<file path="src/rtl/txcs_pkg.sv">
package txcs_pkg;

    typedef enum logic [3:0] {
        ST_IDLE,
        ST_MAC,
        ST_TYPE,
        ST_VTAG,
        ST_SNAP,
        ST_IP4,
        ST_IP6,
        ST_L4,
        ST_DONE
    } parse_st_e;

    localparam logic [2:0] CODE_OK      = 3'b000;
    localparam logic [2:0] CODE_VLAN    = 3'b001;
    localparam logic [2:0] CODE_SNAP    = 3'b010;
    localparam logic [2:0] CODE_NOTIP   = 3'b011;
    localparam logic [2:0] CODE_UNKNOWN = 3'b100;
    localparam logic [2:0] CODE_FRAG    = 3'b101;
    localparam logic [2:0] CODE_NOL4    = 3'b110;
    localparam logic [2:0] CODE_SHORT   = 3'b111;

    localparam logic [15:0] ETH_VLAN = 16'h8100;
    localparam logic [15:0] ETH_IPV4 = 16'h0800;
    localparam logic [15:0] ETH_IPV6 = 16'h86DD;

    localparam logic [7:0] PROTO_TCP  = 8'd6;
    localparam logic [7:0] PROTO_UDP  = 8'd17;
    localparam logic [7:0] PROTO_FRAG = 8'd44;

endpackage

</file>
<file path="src/rtl/txcs_type_decode.sv">
module txcs_type_decode
    import txcs_pkg::*;
#(
    parameter int MAX_LEN = 1500
) (
    input  logic [15:0] tval,
    output logic        is_vlan,
    output logic        is_v4,
    output logic        is_v6,
    output logic        is_len
);
    localparam logic [15:0] LEN_LIMIT = 16'(MAX_LEN);

    always_comb begin
        is_vlan = (tval == ETH_VLAN);
        is_v4   = (tval == ETH_IPV4);
        is_v6   = (tval == ETH_IPV6);
        is_len  = (tval <= LEN_LIMIT);
    end
endmodule

</file>
<file path="src/rtl/txcs_l4_select.sv">
module txcs_l4_select
    import txcs_pkg::*;
#(
    parameter int CNT_W    = 6,
    parameter int TCP_NEED = 18,
    parameter int UDP_NEED = 8
) (
    input  logic [7:0]       proto,
    output logic             supp,
    output logic             frag6,
    output logic [CNT_W-1:0] need
);
    localparam logic [CNT_W-1:0] TCP_N = CNT_W'(TCP_NEED);
    localparam logic [CNT_W-1:0] UDP_N = CNT_W'(UDP_NEED);

    always_comb begin
        supp  = (proto == PROTO_TCP) || (proto == PROTO_UDP);
        frag6 = (proto == PROTO_FRAG);
        need  = (proto == PROTO_TCP) ? TCP_N : UDP_N;
    end
endmodule

</file>
<file path="src/rtl/txcs_classify.sv">
module txcs_classify
    import txcs_pkg::*;
#(
    parameter int CNT_W    = 6,
    parameter int MAX_LEN  = 1500,
    parameter int TCP_NEED = 18,
    parameter int UDP_NEED = 8
) (
    input  logic       clk,
    input  logic       rst_n,
    input  logic       in_valid,
    input  logic       in_sop,
    input  logic       in_eop,
    input  logic       in_nocrc,
    input  logic [7:0] in_data,
    output logic       res_valid,
    output logic [2:0] res_code,
    output logic       res_ip_ok,
    output logic       res_l4_ok
);
    localparam logic [CNT_W-1:0] MAC_LAST  = CNT_W'(11);
    localparam logic [CNT_W-1:0] SNAP_LAST = CNT_W'(5);
    localparam logic [CNT_W-1:0] IP6_LAST  = CNT_W'(39);
    localparam logic [CNT_W-1:0] ONE       = CNT_W'(1);

    typedef struct packed {
        parse_st_e        st;
        logic [CNT_W-1:0] cnt;
        logic [CNT_W-1:0] hlen;
        logic [CNT_W-1:0] need;
        logic [7:0]       type_hi;
        logic [7:0]       proto;
        logic             vlan;
        logic             snap;
        logic             v4;
        logic             frag;
        logic             nocrc;
        logic [2:0]       code;
        logic             ipok;
        logic             l4ok;
        logic             res_valid;
        logic [2:0]       res_code;
        logic             res_ip;
        logic             res_l4;
    } cls_state_t;

    cls_state_t d, q;

    logic             is_vlan, is_v4, is_v6, is_len;
    logic             l4_supp, l4_frag6;
    logic [CNT_W-1:0] l4_need;
    parse_st_e        cur_st;
    logic [CNT_W-1:0] cur_cnt;

    txcs_type_decode #(.MAX_LEN(MAX_LEN)) u_type (
        .tval    ({q.type_hi, in_data}),
        .is_vlan (is_vlan),
        .is_v4   (is_v4),
        .is_v6   (is_v6),
        .is_len  (is_len)
    );

    txcs_l4_select #(.CNT_W(CNT_W), .TCP_NEED(TCP_NEED), .UDP_NEED(UDP_NEED)) u_l4 (
        .proto (q.proto),
        .supp  (l4_supp),
        .frag6 (l4_frag6),
        .need  (l4_need)
    );

    assign cur_st  = in_sop ? ST_MAC : q.st;
    assign cur_cnt = in_sop ? '0 : q.cnt;

    always_comb begin
        d = q;
        d.res_valid = 1'b0;
        if (in_valid) begin
            if (in_sop) begin
                d.vlan  = 1'b0;
                d.snap  = 1'b0;
                d.v4    = 1'b0;
                d.frag  = 1'b0;
                d.nocrc = in_nocrc;
                d.code  = CODE_OK;
                d.ipok  = 1'b0;
                d.l4ok  = 1'b0;
            end
            d.cnt = cur_cnt + ONE;
            case (cur_st)
                ST_MAC: begin
                    d.st = ST_MAC;
                    if (cur_cnt == MAC_LAST) begin
                        d.st  = ST_TYPE;
                        d.cnt = '0;
                    end
                end
                ST_TYPE: begin
                    if (cur_cnt == '0) begin
                        d.type_hi = in_data;
                    end else begin
                        d.cnt = '0;
                        if (is_vlan && !q.vlan && !q.snap) begin
                            d.vlan = 1'b1;
                            d.st   = ST_VTAG;
                        end else if (is_v4) begin
                            d.v4 = 1'b1;
                            d.st = ST_IP4;
                        end else if (is_v6) begin
                            d.st = ST_IP6;
                        end else if (is_len && !q.snap) begin
                            d.st = ST_SNAP;
                        end else if (is_vlan && !q.snap) begin
                            d.st   = ST_DONE;
                            d.code = CODE_VLAN;
                        end else begin
                            d.st   = ST_DONE;
                            d.code = (q.vlan || q.snap) ? CODE_NOTIP : CODE_UNKNOWN;
                        end
                    end
                end
                ST_VTAG: begin
                    if (cur_cnt == ONE) begin
                        d.st  = ST_TYPE;
                        d.cnt = '0;
                    end
                end
                ST_SNAP: begin
                    if ((cur_cnt < CNT_W'(2) && in_data != 8'hAA) ||
                        (cur_cnt == CNT_W'(2) && in_data != 8'h03)) begin
                        d.st   = ST_DONE;
                        d.code = CODE_UNKNOWN;
                    end else if (cur_cnt == SNAP_LAST) begin
                        d.st   = ST_TYPE;
                        d.cnt  = '0;
                        d.snap = 1'b1;
                    end
                end
                ST_IP4: begin
                    if (cur_cnt == '0) begin
                        if (in_data[7:4] != 4'd4 || in_data[3:0] < 4'd5) begin
                            d.st   = ST_DONE;
                            d.code = CODE_NOTIP;
                        end else begin
                            d.hlen = CNT_W'(in_data[3:0]) << 2;
                        end
                    end else if (cur_cnt == CNT_W'(6)) begin
                        d.frag = in_data[5] | (|in_data[4:0]);
                    end else if (cur_cnt == CNT_W'(7)) begin
                        d.frag = q.frag | (|in_data);
                    end else if (cur_cnt == CNT_W'(9)) begin
                        d.proto = in_data;
                    end else if (cur_cnt == q.hlen - ONE) begin
                        d.cnt  = '0;
                        d.ipok = 1'b1;
                        if (q.frag) begin
                            d.st   = ST_DONE;
                            d.code = CODE_FRAG;
                        end else if (l4_supp) begin
                            d.st   = ST_L4;
                            d.need = l4_need;
                        end else begin
                            d.st   = ST_DONE;
                            d.code = CODE_NOL4;
                        end
                    end
                end
                ST_IP6: begin
                    if (cur_cnt == '0) begin
                        if (in_data[7:4] != 4'd6) begin
                            d.st   = ST_DONE;
                            d.code = CODE_NOTIP;
                        end
                    end else if (cur_cnt == CNT_W'(6)) begin
                        d.proto = in_data;
                    end else if (cur_cnt == IP6_LAST) begin
                        d.cnt = '0;
                        if (l4_frag6) begin
                            d.st   = ST_DONE;
                            d.code = CODE_FRAG;
                        end else if (l4_supp) begin
                            d.st   = ST_L4;
                            d.need = l4_need;
                        end else begin
                            d.st   = ST_DONE;
                            d.code = CODE_NOL4;
                        end
                    end
                end
                ST_L4: begin
                    if (cur_cnt == q.need - ONE) begin
                        d.st   = ST_DONE;
                        d.code = CODE_OK;
                        d.l4ok = 1'b1;
                    end
                end
                ST_DONE: d.cnt = q.cnt;
                default: d.cnt = q.cnt;
            endcase

            if (in_eop && cur_st != ST_IDLE) begin
                d.res_valid = 1'b1;
                d.res_ip    = 1'b0;
                d.res_l4    = 1'b0;
                case (d.st)
                    ST_TYPE: d.res_code = d.snap ? CODE_SNAP :
                                          (d.vlan ? CODE_VLAN : CODE_UNKNOWN);
                    ST_VTAG: d.res_code = CODE_VLAN;
                    ST_SNAP: d.res_code = CODE_SNAP;
                    ST_IP4,
                    ST_IP6:  d.res_code = CODE_NOTIP;
                    ST_L4: begin
                        d.res_code = CODE_SHORT;
                        d.res_ip   = d.v4;
                    end
                    ST_DONE: begin
                        d.res_code = d.code;
                        d.res_ip   = d.ipok;
                        d.res_l4   = d.l4ok;
                    end
                    default: d.res_code = CODE_UNKNOWN;
                endcase
                if (d.nocrc) begin
                    d.res_code = CODE_OK;
                    d.res_ip   = 1'b0;
                    d.res_l4   = 1'b0;
                end
                d.st = ST_IDLE;
            end
        end
    end

    always_ff @(posedge clk or negedge rst_n) begin
        if (!rst_n) begin
            q    <= '0;
            q.st <= ST_IDLE;
        end else begin
            q <= d;
        end
    end

    assign res_valid = q.res_valid;
    assign res_code  = q.res_code;
    assign res_ip_ok = q.res_ip;
    assign res_l4_ok = q.res_l4;

endmodule

</file>
<file path="config.mk">
export PLATFORM = sky130hd
export DESIGN_NAME = txcs_classify
export DESIGN_NICKNAME = d
export VERILOG_FILES = /design/src/rtl/txcs_pkg.sv /design/src/rtl/txcs_type_decode.sv /design/src/rtl/txcs_l4_select.sv /design/src/rtl/txcs_classify.sv
export SDC_FILE = /design/constraint.sdc
export NUM_CORES = 1
export LEC_CHECK = 0
export BUFFER_PORTS_ARGS = -buffer_cell sky130_fd_sc_hd__buf_4
export CORE_UTILIZATION = 62
export CTS_CLUSTER_SIZE = 10
export DETAILED_ROUTE_END_ITERATION = 10
export PLACE_DENSITY = 0.79
export SLEW_MARGIN = 20
export SYNTH_ARGS = -nofsm -noshare
export SYNTH_HDL_FRONTEND = slang
export SYNTH_SLANG_ARGS = --single-unit
</file>
<file path="constraint.sdc">
create_clock -name clk -period 3.56 [get_ports clk]
set_input_delay 0.712 -clock clk [delete_from_list [all_inputs] [get_ports clk]]
set_output_delay 0.712 -clock clk [all_outputs]
set_load 0.02 [all_outputs]
</file>
==> results.ini <==
[timing]
fin_tns_setup_ns=0
finalMaxSlewViolations=0
worst_slew_pin_slew_ns=0.825
min_period_over_period=0.939
setup_viol=0
slew_headroom=0.444
rsz0062_at_grt=false
hold_viol_final=0
fin_skew_ns=0.0139
max_freq_mhz=299
fin_crit_ns=3.34

[worst_setup_path]
r2r_slack_ns=0.22
cpPeakStageDelay_ns=0.47
end_kind=flop
slowest_stage=or3b_2
critPathMaxFanout=5
worst-path-buf-inv=2
path_cells=inv_1, ha_1, or3b_2, o32ai_1, o2111a_2, a31oi_4, o32ai_4, buf_4, nor2_1, o21a_1, a221oi_1, nand2_1
critPathKind=reg2reg
r2r-start=q[40]
startpoint_type=flop
r2r-end=res_code[2]
required_ns=3.76
ff2ff_path_depth=12
path_depth=12
worstPathArrival_ns=3.54
worst_path_dominant_cell_family=compound AO/OA/AOI/OAI gates

[cts]
clk-insertion-delay-late_ns=0.31
cts_tree=done
cts_sinks=48
h-tree-depth=2
cts_buffer_depth=2
clkTransAtPathRegs_ns=0.10
root_buffer=clkbuf_8
cts.hold.buffers_added=0
cts_inserted_buffers=5

[place]
place_hpwl_um=7960
placed_cell_area_um2=4030
dp_cells=524
gp_congestion=1.01
io_buffers=19

[flow_run]
cap_violations=0

[detailed_routing]
ant_nets=0
vias=3669
avgViaCountPerCell=6.87
dr.pass1.iters=5
drt-wirelength-per-cell_um=19.9
totalWireLength_um=10600
drt_iter0_drc=421
drc=0

[floorplan]
core_um2=5610
start_util=0.656
row_count=27
io_pins=20
die_area_um2=6240
die_height_um=79.0
die_w_um=79.0

[final_layout]
fin_cells=534
antenna_cells=0
layout_common_cells=buf_4 (52), nand2_1 (49), dfrtp_1 (48)
multi_input_area_um2=2300
design_area_um2=4140
final_common_cell=buf_4
fillers=434
nets=482
area_growth_syn_to_layout_pct=12.6
seq_area_um2=1200
drive_above_1_share=0.216

[logic_synthesis]
synth-seq-cells=48
syn_nets=443
synth-main-ff-cell=dfrtp_1
async_flop_share=1.00
synth_edf_count=0
postSynthCellCount=422
synth_area_um2=3680
synth_seq_area_share=0.327
ys_warn_count=0
avgSynthCellArea_um2=8.72
synth.distinct_cells=78

[pwr]
ir_drop_v=0.000226
p_per_area_nw_per_um2=388
p_leak_nw=1.82

[global_routing]
grt_max_degree=49
grt_remaining_overflow=0
antenna_found_initial=0
grt.total_usage=0.360
grt_pass1_vias=3528
grt_pass1_wl_um=17300

[worst_hold_path]
min_path_type=in2async

[status]
status=complete, no violations

## flip-flops by register name, summed over array words and instances (netlist names)
register / count
res_code: 3
res_l4_ok: 1
res_valid: 1
q: 42
res_ip_ok: 1
## final cells by class
type                       instances  share of cell area
multi-input combinational        334               0.555
sequential                        48               0.290
timing repair buffer              52              0.0943
tap                               72              0.0218
clock buffer                       7              0.0184
inverter                          20              0.0181
clock inverter                     1             0.00212
## worst register-to-register path, cell delays in order, from the launching register on
cell	delay, ns
dfrtp_1	0.42
inv_1	0.08
ha_1	0.33
or3b_2	0.47
o32ai_1	0.21
o2111a_2	0.33
a31oi_4	0.13
o32ai_4	0.38
buf_4	0.19
nor2_1	0.05
o21a_1	0.20
a221oi_1	0.34
nand2_1	0.10
## metal layers
layer  GRT usage  wire length [um]  vias to the layer above
met4       0.125               274                        0
met3      0.0655               941                       37
met1       0.458              4410                     1750
li1            -                 -                     1672
met5           0                 0                        -
met2       0.611              4980                      210
## stage by stage
| stage | power (W) | hold slack (ns) | util | setup WS (ns) |
|---|---|---|---|---|
| 6_report | 0.00161 | 0.404 | 0.738 | 0.217 |
| 2_1_floorplan | 0.00106 | 0.416 | - | 0.0838 |
| 3_5_place_dp | 0.00125 | 0.482 | 0.719 | 0.00163 |
| 3_3_place_gp | 0.00124 | 0.478 | 0.719 | 0.0720 |
| 4_1_cts | 0.00158 | 0.429 | 0.734 | 0.124 |
| 5_1_grt | 0.00169 | 0.467 | 0.738 | 0.0232 |
## report_power, final
part / internal (W) / leakage (nW) / switching [W]
Clock: 0.000141 / 0.0424 / 0.000192
Sequential: 0.000595 / 0.630 / 0.0000642
Combinational: 0.000257 / 1.15 / 0.000357
Total: 0.000993 / 1.82 / 0.000613
## cells in the mapped netlist, drive strengths merged, types with 3 or more instances
library cell	count	area share
a21oi	18	0.024
a32o	4	0.011
nor2b	6	0.010
nand2	50	0.053
nand4b	5	0.012
or4	6	0.015
o21a	5	0.010
nand3	9	0.012
a22o	5	0.012
a31oi	6	0.014
xnor2	3	0.0071
o41ai	4	0.015
mux2	17	0.052
nor3	17	0.023
inv	20	0.020
dfrtp	48	0.33
or4bb	3	0.0095
and3	9	0.015
nor3b	3	0.0061
nand2b	9	0.015
a211oi	6	0.012
o22ai	7	0.012
clkbuf	10	0.010
xor2	4	0.0095
o21ai	27	0.037
nand4	4	0.0068
o211ai	5	0.012
o31ai	4	0.0082
or4b	3	0.0082
nor2	30	0.031
a32oi	5	0.012
nor4	7	0.018
and2	7	0.012
buf	10	0.020
a21o	5	0.010
ha	7	0.024
## cells by family after synthesis
logic type               count (synthesis)  synth area share
AO/OA/AOI/OAI                          125             0.257
XOR/XNOR                                 8            0.0228
adder cells (fa/ha/maj)                  8            0.0269
buffers and inverters                   40            0.0503
flip-flops                              48             0.327
multiplexers                            17            0.0520
AND/OR/NAND/NOR                        176             0.264
## how the worst max path moves through the flow
stage          slack (ns)        from          end
2_1_floorplan        0.08      in_sop  res_code[2]
3_5_place_dp        0.002  in_data[4]  res_code[2]
4_1_cts              0.12       q[40]  res_code[2]
3_3_place_gp         0.07  in_data[4]  res_code[2]
6_report             0.22       q[40]  res_code[2]
5_1_grt              0.02       q[40]  res_code[0]
## repair_timing
action / 4_1_cts / 5_1_grt
setup buffers: 0 / 2
gates resized for setup: 0 / 2
endpoints found under the hold margin: 0 / 0
setup endpoints to repair: 0 / 3
Note: power is estimated with default switching activity, not from simulation.
